## src/rtl/fpls_pkg.sv

```systemverilog
package fpls_pkg;

  localparam int REG_IDX_W = 5;
  localparam int DBL_W     = 64;
  localparam int SNG_W     = 32;
  localparam int DISP_W    = 16;

  // primary opcode values
  localparam logic [5:0] OPC_TRAP_IMM = 6'd3;
  localparam logic [5:0] OPC_EXT      = 6'd31;
  localparam logic [5:0] OPC_FPLS_LO  = 6'd48;
  localparam logic [5:0] OPC_FPLS_HI  = 6'd55;

  // extended opcode values under the extended primary opcode
  localparam logic [9:0] XO_TRAP       = 10'd4;
  localparam logic [9:0] XO_INT_ST     = 10'd983;
  localparam logic [9:0] XO_FPLS_MASK  = 10'h31F;
  localparam logic [9:0] XO_FPLS_MATCH = 10'h217;

  typedef enum logic [1:0] {
    KIND_FP     = 2'd0,
    KIND_INT_ST = 2'd1,
    KIND_TRAP   = 2'd2,
    KIND_NONE   = 2'd3
  } kind_e;

  typedef struct packed {
    kind_e                 kind;
    logic                  store;
    logic                  dword;
    logic                  update;
    logic                  indexed;
    logic                  illegal;
    logic [REG_IDX_W-1:0]  rt;
    logic [REG_IDX_W-1:0]  ra;
    logic [DISP_W-1:0]     disp;
  } dec_t;

  typedef enum logic [1:0] {
    ST_IDLE   = 2'd0,
    ST_ACCESS = 2'd1,
    ST_DONE   = 2'd2
  } state_e;

endpackage

```

## src/rtl/fpls_decode.sv

```systemverilog
module fpls_decode
  import fpls_pkg::*;
(
  input  logic [31:0] insn,
  output dec_t        dec
);

  logic [5:0] opc;
  logic [9:0] xo;

  assign opc = insn[31:26];
  assign xo  = insn[10:1];

  always_comb begin
    dec         = '0;
    dec.kind    = KIND_NONE;
    dec.rt      = insn[25:21];
    dec.ra      = insn[20:16];
    dec.disp    = insn[15:0];
    if (opc == OPC_TRAP_IMM) begin
      dec.kind = KIND_TRAP;
    end else if (opc >= OPC_FPLS_LO && opc <= OPC_FPLS_HI) begin
      dec.kind   = KIND_FP;
      dec.store  = opc[2];
      dec.dword  = opc[1];
      dec.update = opc[0];
    end else if (opc == OPC_EXT) begin
      if (xo == XO_TRAP) begin
        dec.kind = KIND_TRAP;
      end else if (xo == XO_INT_ST) begin
        dec.kind    = KIND_INT_ST;
        dec.store   = 1'b1;
        dec.indexed = 1'b1;
      end else if ((xo & XO_FPLS_MASK) == XO_FPLS_MATCH) begin
        dec.kind    = KIND_FP;
        dec.store   = xo[7];
        dec.dword   = xo[6];
        dec.update  = xo[5];
        dec.indexed = 1'b1;
      end
    end
    dec.illegal = (dec.kind == KIND_FP) && dec.update && (dec.ra == '0);
  end

endmodule

```

## src/rtl/fpls_agen.sv

```systemverilog
module fpls_agen
  import fpls_pkg::*;
#(
  parameter int GPR_W = 32
) (
  input  logic                 indexed,
  input  logic [REG_IDX_W-1:0] ra_idx,
  input  logic [DISP_W-1:0]    disp,
  input  logic [GPR_W-1:0]     ra_val,
  input  logic [GPR_W-1:0]     rb_val,
  output logic [GPR_W-1:0]     ea
);

  localparam int EXT_W = GPR_W - DISP_W;

  logic [GPR_W-1:0] base;
  logic [GPR_W-1:0] offset;

  always_comb begin
    base   = (ra_idx == '0) ? '0 : ra_val;
    offset = indexed ? rb_val : {{EXT_W{disp[DISP_W-1]}}, disp};
    ea     = base + offset;
  end

endmodule

```

## src/rtl/fpls_widen.sv

```systemverilog
module fpls_widen
  import fpls_pkg::*;
(
  input  logic [SNG_W-1:0] sng,
  output logic [DBL_W-1:0] dbl
);

  localparam int SE_W   = 8;
  localparam int SF_W   = 23;
  localparam int DE_W   = 11;
  localparam int DF_W   = 52;
  localparam int PAD_W  = DF_W - SF_W;
  localparam logic [DE_W-1:0] REBIAS   = 11'd896;
  localparam logic [DE_W-1:0] DEN_BASE = 11'd874;

  logic              sgn;
  logic [SE_W-1:0]   sexp;
  logic [SF_W-1:0]   sfrac;
  logic [4:0]        lead;
  logic [SF_W:0]     shifted;
  logic [DE_W-1:0]   dexp;
  logic [DF_W-1:0]   dfrac;

  assign sgn   = sng[SNG_W-1];
  assign sexp  = sng[SNG_W-2:SF_W];
  assign sfrac = sng[SF_W-1:0];

  // leading-one position of the single fraction
  always_comb begin
    lead = '0;
    for (int i = 0; i < SF_W; i++) begin
      if (sfrac[i]) lead = 5'(i);
    end
    shifted = {1'b0, sfrac} << (5'(SF_W) - lead);
  end

  always_comb begin
    if (sexp == '1) begin
      dexp  = '1;
      dfrac = {sfrac, {PAD_W{1'b0}}};
    end else if (sexp == '0 && sfrac == '0) begin
      dexp  = '0;
      dfrac = '0;
    end else if (sexp == '0) begin
      dexp  = DEN_BASE + {6'd0, lead};
      dfrac = {shifted[SF_W-1:0], {PAD_W{1'b0}}};
    end else begin
      dexp  = {3'd0, sexp} + REBIAS;
      dfrac = {sfrac, {PAD_W{1'b0}}};
    end
  end

  assign dbl = {sgn, dexp, dfrac};

endmodule

```

## src/rtl/fpls_unit.sv

```systemverilog
module fpls_unit
  import fpls_pkg::*;
#(
  parameter int GPR_W = 32
) (
  input  logic                 clk,
  input  logic                 rst_n,
  input  logic                 issue_valid,
  output logic                 issue_ready,
  input  logic [31:0]          issue_insn,
  input  logic [GPR_W-1:0]     issue_ra_val,
  input  logic [GPR_W-1:0]     issue_rb_val,
  input  logic [DBL_W-1:0]     issue_st_data,
  output logic                 mem_req,
  output logic                 mem_we,
  output logic                 mem_dword,
  output logic [GPR_W-1:0]     mem_addr,
  output logic [DBL_W-1:0]     mem_wdata,
  input  logic                 mem_ack,
  input  logic [DBL_W-1:0]     mem_rdata,
  output logic                 done_valid,
  output logic [1:0]           done_kind,
  output logic                 done_illegal,
  output logic                 fpr_we,
  output logic [REG_IDX_W-1:0] fpr_idx,
  output logic [DBL_W-1:0]     fpr_wdata,
  output logic                 gpr_we,
  output logic [REG_IDX_W-1:0] gpr_idx,
  output logic [GPR_W-1:0]     gpr_wdata
);

  // reset: asserted asynchronously, released on the clock
  logic [1:0] rst_sync_q;
  logic       rst_int_n;

  always_ff @(posedge clk or negedge rst_n) begin
    if (!rst_n) rst_sync_q <= 2'b00;
    else        rst_sync_q <= {rst_sync_q[0], 1'b1};
  end
  assign rst_int_n = rst_sync_q[1];

  state_e           state_q, state_d;
  dec_t             dec_c, dec_q;
  logic [GPR_W-1:0] ea_c, ea_q;
  logic [DBL_W-1:0] wdata_c, wdata_q;
  logic [DBL_W-1:0] widened, ld_c, ld_q;
  logic             accept, cap_en, ld_en, needs_mem;

  fpls_decode u_decode (
    .insn (issue_insn),
    .dec  (dec_c)
  );

  fpls_agen #(.GPR_W(GPR_W)) u_agen (
    .indexed (dec_c.indexed),
    .ra_idx  (dec_c.ra),
    .disp    (dec_c.disp),
    .ra_val  (issue_ra_val),
    .rb_val  (issue_rb_val),
    .ea      (ea_c)
  );

  fpls_widen u_widen (
    .sng (mem_rdata[SNG_W-1:0]),
    .dbl (widened)
  );

  assign issue_ready = (state_q == ST_IDLE);
  assign accept      = issue_valid && issue_ready;
  assign needs_mem   = ((dec_c.kind == KIND_FP) && !dec_c.illegal) ||
                       (dec_c.kind == KIND_INT_ST);

  always_comb begin
    wdata_c = dec_c.dword ? issue_st_data
                          : {{(DBL_W-SNG_W){1'b0}}, issue_st_data[SNG_W-1:0]};
    ld_c    = dec_q.dword ? mem_rdata : widened;
    cap_en  = accept;
    ld_en   = (state_q == ST_ACCESS) && mem_ack;
  end

  // next state
  always_comb begin
    state_d = state_q;
    unique case (state_q)
      ST_IDLE:   if (accept) state_d = needs_mem ? ST_ACCESS : ST_DONE;
      ST_ACCESS: if (mem_ack) state_d = ST_DONE;
      ST_DONE:   state_d = ST_IDLE;
      default:   state_d = ST_IDLE;
    endcase
  end

  always_ff @(posedge clk or negedge rst_int_n) begin
    if (!rst_int_n) state_q <= ST_IDLE;
    else            state_q <= state_d;
  end

  // datapath registers, clock-enabled, no reset
  always_ff @(posedge clk) begin
    if (cap_en) begin
      dec_q   <= dec_c;
      ea_q    <= ea_c;
      wdata_q <= wdata_c;
    end
  end

  always_ff @(posedge clk) begin
    if (ld_en) ld_q <= ld_c;
  end

  // outputs
  logic in_done, fp_ok;
  assign in_done = (state_q == ST_DONE);
  assign fp_ok   = (dec_q.kind == KIND_FP) && !dec_q.illegal;

  assign mem_req      = (state_q == ST_ACCESS);
  assign mem_we       = dec_q.store;
  assign mem_dword    = dec_q.dword;
  assign mem_addr     = ea_q;
  assign mem_wdata    = wdata_q;
  assign done_valid   = in_done;
  assign done_kind    = dec_q.kind;
  assign done_illegal = dec_q.illegal;
  assign fpr_we       = in_done && fp_ok && !dec_q.store;
  assign fpr_idx      = dec_q.rt;
  assign fpr_wdata    = ld_q;
  assign gpr_we       = in_done && fp_ok && dec_q.update;
  assign gpr_idx      = dec_q.ra;
  assign gpr_wdata    = ea_q;

endmodule

```

## config.mk

```make
export PLATFORM = sky130hd
export DESIGN_NAME = fpls_unit
export DESIGN_NICKNAME = d
export VERILOG_FILES = /design/src/rtl/fpls_pkg.sv /design/src/rtl/fpls_decode.sv /design/src/rtl/fpls_agen.sv /design/src/rtl/fpls_widen.sv /design/src/rtl/fpls_unit.sv
export SDC_FILE = /design/constraint.sdc
export NUM_CORES = 1
export LEC_CHECK = 0
export ABC_CLOCK_PERIOD_IN_PS = 1900
export BUFFER_PORTS_ARGS = -buffer_cell sky130_fd_sc_hd__clkbuf_2
export CAP_MARGIN = 20
export CORE_AREA = 2 2 173 175
export DETAILED_ROUTE_END_ITERATION = 8
export DIE_AREA = 0 0 175 177
export PLACE_DENSITY = 0.62
export SYNTH_ARGS = -nofsm -noshare
export SYNTH_HDL_FRONTEND = slang
export SYNTH_SLANG_ARGS = --single-unit
```

## constraint.sdc

```tcl
create_clock -name clk -period 1.9 [get_ports clk]
set_clock_uncertainty 0.1 [all_clocks]
set_input_delay 0.285 -clock clk [delete_from_list [all_inputs] [get_ports clk]]
set_output_delay 0.285 -clock clk [all_outputs]
set_load 0.03 [all_outputs]
```

Word-level counts from Yosys, hierarchy flattened --
Index checks and enable logic that the tools add are counted.
Word-level totals: RAM bits 0, logic and storage cells 100, bits in read-only memories 0, output and inout bits 212, input port bits 228, memories kept 0, flip-flop bits (word level) 180, latch bits 0
Operators by class: muxes and demuxes 47, equality and inequality tests 11, multipliers 0, bitwise gates (word level) 0, $lt $le $gt $ge 2, div/mod/pow operators 0, reduce and logical (&&, ||, !) cells 22, shift-type cells 1, add/sub/neg operators 4
Operator list (count):
- 52-bit two-way mux | 3
- 32-bit two-way mux | 2
- 64-bit two-way mux | 1
- 5-bit two-way mux | 8
- 4-bit two-way mux | 9
- 11-bit two-way mux | 3
- 32-bit adder | 1
- 23-bit logical NOT | 1
- 23-bit by 5-bit << shifter with 23-bit output | 1
- 3-bit two-way mux | 6
- 6-bit two-way mux | 3
- 2-bit two-way mux | 8
- 10-bit by 5-bit adder with 11-bit output (first input constant) | 1
- 8-bit by 10-bit adder with 11-bit output (second input constant) | 1
- 1-bit logical AND | 11
- 10-bit == test (second input constant) | 1
- 10-bit by 3-bit == test with 1-bit output (second input constant) | 1
- 8-bit == test (second input constant) | 1
- 8-bit logical NOT | 1
- 7-bit == test (second input constant) | 1
- 6-bit by 2-bit == test with 1-bit output (second input constant) | 1
- 6-bit by 5-bit == test with 1-bit output (second input constant) | 1
- 6-bit greater-or-equal comparator (second input constant) | 1
- 6-bit <= comparator (second input constant) | 1
- 11 further kinds | 19

Logic depth before layout (Yosys ltp) --
depth in word-level cells 28, mapped depth 19, gate-level depth less buffers 18

Hierarchy --
A second synthesis with hierarchy kept.
Second synthesis, totals: cells, all modules 1154, area total of the unflattened synthesis 12172.9 µm²
By module, submodules not included:
- fpls_unit | area an instance 6781.5 µm², cells each 346, times used 1, seq. area each 5385.2 µm²
- fpls_widen | area an instance 2607.5 µm², cells each 402, times used 1, seq. area each 0.0 µm²
- fpls_agen | area an instance 2391.0 µm², cells each 353, times used 1, seq. area each 0.0 µm²
- fpls_decode | area an instance 392.9 µm², cells each 53, times used 1, seq. area each 0.0 µm²

Worst setup path before layout --
OpenSTA, ideal clock, no wires.
path type input-to-reg, start input issue_insn[3], end register ea_q[30] (netlist: gpr_wdata[30]) (data pin), path buffers 1, setup time 0.268 ns, data required time 1.532 ns, setup slack -2.724 ns, stages 17, arrival time 4.257 ns, cells stage by stage nor2b_1 -> and3_1 -> nand3_1 -> or2_2 -> a21oi_1 -> clkbuf_1 -> mux2_2 -> ha_1 -> a21o_1 -> a211o_1 -> a221o_1 -> a211oi_2 -> o211ai_2 -> o31a_1 -> o21a_1 -> o2111ai_1 -> o211ai_1
Between the ends: cells in the longest elaborated chain, start to end 10, elaborated cells between the ends (all ways) 12, those cells by class add/sub: 1; eq/ne: 3; mux: 8
RTL lines:
- start: declaration | RTL line fpls_unit.sv:10 | input logic [31:0] issue_insn,
- 7-bit == test | RTL line fpls_decode.sv:34 | end else if ((xo & XO_FPLS_MASK) == XO_FPLS_MATCH) begin
- 6-bit two-way mux | RTL line fpls_decode.sv:34
- 6-bit two-way mux | RTL line fpls_decode.sv:20 | if (opc == OPC_TRAP_IMM) begin
- 1-bit two-way mux | RTL line fpls_decode.sv:30 | end else if (xo == XO_INT_ST) begin
- 4-bit two-way mux | RTL line fpls_decode.sv:28 | if (xo == XO_TRAP) begin
- 6-bit two-way mux | RTL line fpls_decode.sv:27 | end else if (opc == OPC_EXT) begin
- 1-bit two-way mux | RTL line fpls_decode.sv:22 | end else if (opc >= OPC_FPLS_LO && opc <= OPC_FPLS_HI) begin
- 3-bit two-way mux | RTL line fpls_decode.sv:20
- 32-bit two-way mux * | RTL line fpls_agen.sv:21 | offset = indexed ? rb_val : {{EXT_W{disp[DISP_W-1]}}, disp};
- 32-bit adder * | RTL line fpls_agen.sv:22 | ea = base + offset;
- via ea_c[30] | RTL line fpls_unit.sv:44 | logic [GPR_W-1:0] ea_c, ea_q;
- end signal: assignment | RTL line fpls_unit.sv:101 | ea_q <= ea_c;
- end: declaration | RTL line fpls_unit.sv:44
The timed path passes the listed nets; every way through them passes the cells marked *. The select of a mux whose other input is x is not followed. A chain may end at the register's enable or synchronous reset.

Worst setup path in the final report --
Ends and elaborated chain as after synthesis.

==> results by group <==
Critical path
  • Critical Path AT: 3.80 ns
  • CP Cell Sequence: buf_8, nor2b_4, and3_4, nand3_2, or2_4, a21oi_4, buf_6, mux2_4, ha_4, inv_4, fa_2, nor2b_2, o31a_1, o2111a_2, a211oi_2, o211ai_2, o31a_1, o21a_1, o2111ai_1, o211ai_1
  • Worst path slowest cell: mux2_4
  • Worst reg2reg setup slack: 0.09 ns
  • Crit Path Max Fanout: 3
  • Crit start category: input pin
  • Critical Path RT: 1.99 ns
  • Worst Reg2Reg Path Length in Cells: 4
  • Worst path most repeated cell: o31a_1
  • Crit. End Element: flop
  • RR Startpoint: mem_dword
  • CP Class: input pin to flop
  • Largest stage delay, worst path: 0.30 ns
  • Capture point of the worst reg-to-reg path: fpr_wdata[40]
  • Crit path buf inv count: 3
  • CP delay by family, top: compound AO/OA/AOI/OAI gates

Detailed routing
  • 1st-iter DRT viols: 606
  • Routed vias: 10.6k
  • Post-detailed-route wirelength per cell: 19.6 um
  • Post-route ant nets: 0
  • Drt first pass iters: 4
  • Total Routed Length: 41400 um
  • DRC: 0
  • Vias per std cell: 5.03

Yosys
  • Syn. warnings: 0
  • XOR/XNOR Fraction of Synth Area: 0.0184
  • Synthesized instance count: 959
  • Multiplexer area fraction after synthesis: 0.0626
  • Synth top area share: 0.504
  • Largest family of logic cells by synthesized area: simple AND/OR/NAND/NOR gates
  • Post-synthesis cell area: 10500 sq um
  • Post-synthesis sequential area ratio: 0.514
  • Post-synth top flop: edfxtp_1
  • Post-synth net total: 1222
  • Synth area leader: edfxtp_1
  • Synth Area per Inst: 10.9 sq um
  • Distinct cells, synth: 71
  • Post-synth EDFFs: 176
  • Largest cells by area after synthesis: edfxtp_1 50%, nor2b_1 4.4%, mux2i_1 4.1%
  • Compound-cell area share of the yosys netlist: 0.149
  • Synth Register Bits: 180
  • Simple logic cell fraction of the synthesized area: 0.152
  • Adder-cell share of the synthesized area: 0.0425
  • Post-synth ARST share: 0.0222

CTS
  • # clock sinks: 180
  • CTS tree: built
  • Deepest clock path buffer count: 2
  • H-tree depth: 4
  • Clk root buf: clkbuf_16
  • Inserted Clock Buffers: 17
  • Worst-path clk slew: 0.08 ns
  • Worst-skew pair later-pin latency: 0.44 ns

STA
  • Fin crit share: 1.95
  • Final Max Tran Viols: 0
  • Slew HR: 0.671
  • Final setup violation count: 65
  • FMAX: 0.270 GHz
  • Minimum clock period: 3.71 ns
  • Unrepaired setup endpoints after global routing: yes
  • Worst slew pin tran: 0.488 ns
  • Setup TNS: -53.14 ns
  • Final hold vios: 0
  • Min setup slack post-route: -1.81 ns

Die
  • Die width: 175 um
  • Initial core utilization: 0.358
  • FP Rows: 63
  • Ports: 440
  • Die area: 31000 sq um
  • Core ar.: 29200 sq um
  • Height of the die: 177 um

Worst hold path
  • Hold EP: fpr_wdata[34]
  • Worst hold start: mem_rdata[34]
  • Hold path cells: 3
  • Hold WC Path Type: input pin to flop

GRT
  • Largest net degree at the start of global routing: 42
  • Initial antenna violation count: 1
  • Grt ovf: 0
  • First-pass GRT wire length: 59400 um
  • GRT Util Overall: 0.255
  • Vias in the first global route: 10.6k

Layout
  • Commonest non-fill, non-tap cell in the layout: clkbuf_2
  • Final net count: 1969
  • Area Growth Syn to Fin: 77.6%
  • Most frequent cells in the layout: 427 x clkbuf_2, 257 x buf_4, 176 x edfxtp_1
  • Layout cells sized above 1: 0.620
  • FILL cells: 2252

Run
  • Max Cap Viol: 0

Placed design
  • I/O Buffers: 439
  • Place WS: -2.34 ns
  • Placer Congestion: 0.928
  • DP Wirelength: 30400 um

Pwr
  • Peak VDD IR: 0.534 mV
  • Pleak: 8.12 nW
  • Power per standard cell area: 676 nW/um^2

Run status
  • Status: finished with violations
  • Failing checks: setup timing
==> cell type report <==
type / instances / area, sq um / area share
Sequential cell: 180 / 5390 / 0.289
Inverter: 28 / 129 / 0.00692
Tap cell: 390 / 488 / 0.0262
Clock buffer: 17 / 425 / 0.0229
Clock inverter: 15 / 195 / 0.0105
Antenna cell: 1 / 2.50 / 0.000134
Timing Repair Buffer: 820 / 5820 / 0.313
Multi-Input combinational cell: 659 / 6160 / 0.331
==> sequential cells by signal (all words and copies together), names as in the netlist <==
name	count
done_illegal	1
mem_wdata	64
fpr_wdata	64
gpr_wdata	32
dec_q	1
mem_dword	1
fpr_idx	5
rst_sync_q	2
mem_we	1
done_kind	2
gpr_idx	5
state_q	2
==> cell usage after synthesis (5+ instances only) <==
library cell / n
a211oi_1: 6
a21o_1: 27
a21oi_1: 57
a221o_1: 5
a22oi_1: 8
and2_1: 36
buf_2: 5
buf_4: 44
clkbuf_1: 39
edfxtp_1: 176
ha_1: 34
inv_1: 26
mux2_2: 20
mux2i_1: 43
nand2_1: 59
nand2b_1: 7
nand3_1: 8
nand4_1: 7
nor2_1: 66
nor2b_1: 74
nor3_1: 21
nor4_1: 12
o211ai_1: 7
o21a_1: 12
o21ai_0: 42
o221ai_1: 6
o31ai_1: 11
or2_2: 5
xnor2_1: 15
xor2_1: 7
==> where the power goes <==
part           leakage [nW]  switching [mW]  internal (mW)
clock                 0.296            1.89           1.82
sequential             1.72           0.126           4.68
combinational          6.10            2.23           1.83
==> worst register-to-register path: cells and delay by family, from the launching register on <==
kind,cells,cell delay [ns]
compound gates,2,0.45
buf+inv,2,0.54
flops,1,0.45
==> metrics by stage <==
step | hold WS (ns) | cell area [sq um] | power, mW | instances | utilization
global placement | -0.0836 | 15200 | 8.11 | 1966 | 0.521
detailed placement | -0.0759 | 15200 | 8.13 | 1966 | 0.521
floorplan | -0.111 | 11000 | 6.80 | 959 | -
CTS | 0.00279 | 17800 | 12.3 | 2082 | 0.607
finish | 0.0224 | 18600 | 12.6 | 2110 | 0.636
global route | 0.0173 | 18600 | 13.0 | 2110 | 0.636
==> worst max-delay path by stage <==
stage,startpoint,to,cells past startpoint
global route,issue_insn[4],gpr_wdata[30],19
detailed placement,issue_insn[3],gpr_wdata[30],18
global placement,issue_insn[3],gpr_wdata[30],18
floorplan,issue_insn[3],gpr_wdata[30],17
CTS,issue_insn[3],gpr_wdata[30],20
finish,issue_insn[3],gpr_wdata[30],20
==> cell families (layout without fill, tap and decap cells) <==
family,after synthesis,count (layout)
buffers and inverters,120,880
multiplexers,63,63
other,1,2
AND/OR/NAND/NOR,308,308
XOR/XNOR,22,22
adder cells (fa/ha/maj),35,35
flip-flops,180,180
AO/OA/AOI/OAI,230,230
==> routing by layer <==
layer	up-vias	routed length, um	GRT usage
li1	5003	-	-
met1	5061	16400	0.302
met2	467	20800	0.444
met3	82	2690	0.0571
met4	0	1500	0.110
met5	-	0	0
==> what timing repair did <==
item / in CTS / in global routing
hold buffers: 42 / 0
hold endpoints to repair: 44 / 0
endpoints found under the setup margin: 68 / 67
resized for setup: 224 / 158
setup buffers: 48 / 38
pin swaps: 83 / 69
gates cloned: 3 / 0
Note: power is estimated with default switching activity, not from simulation.
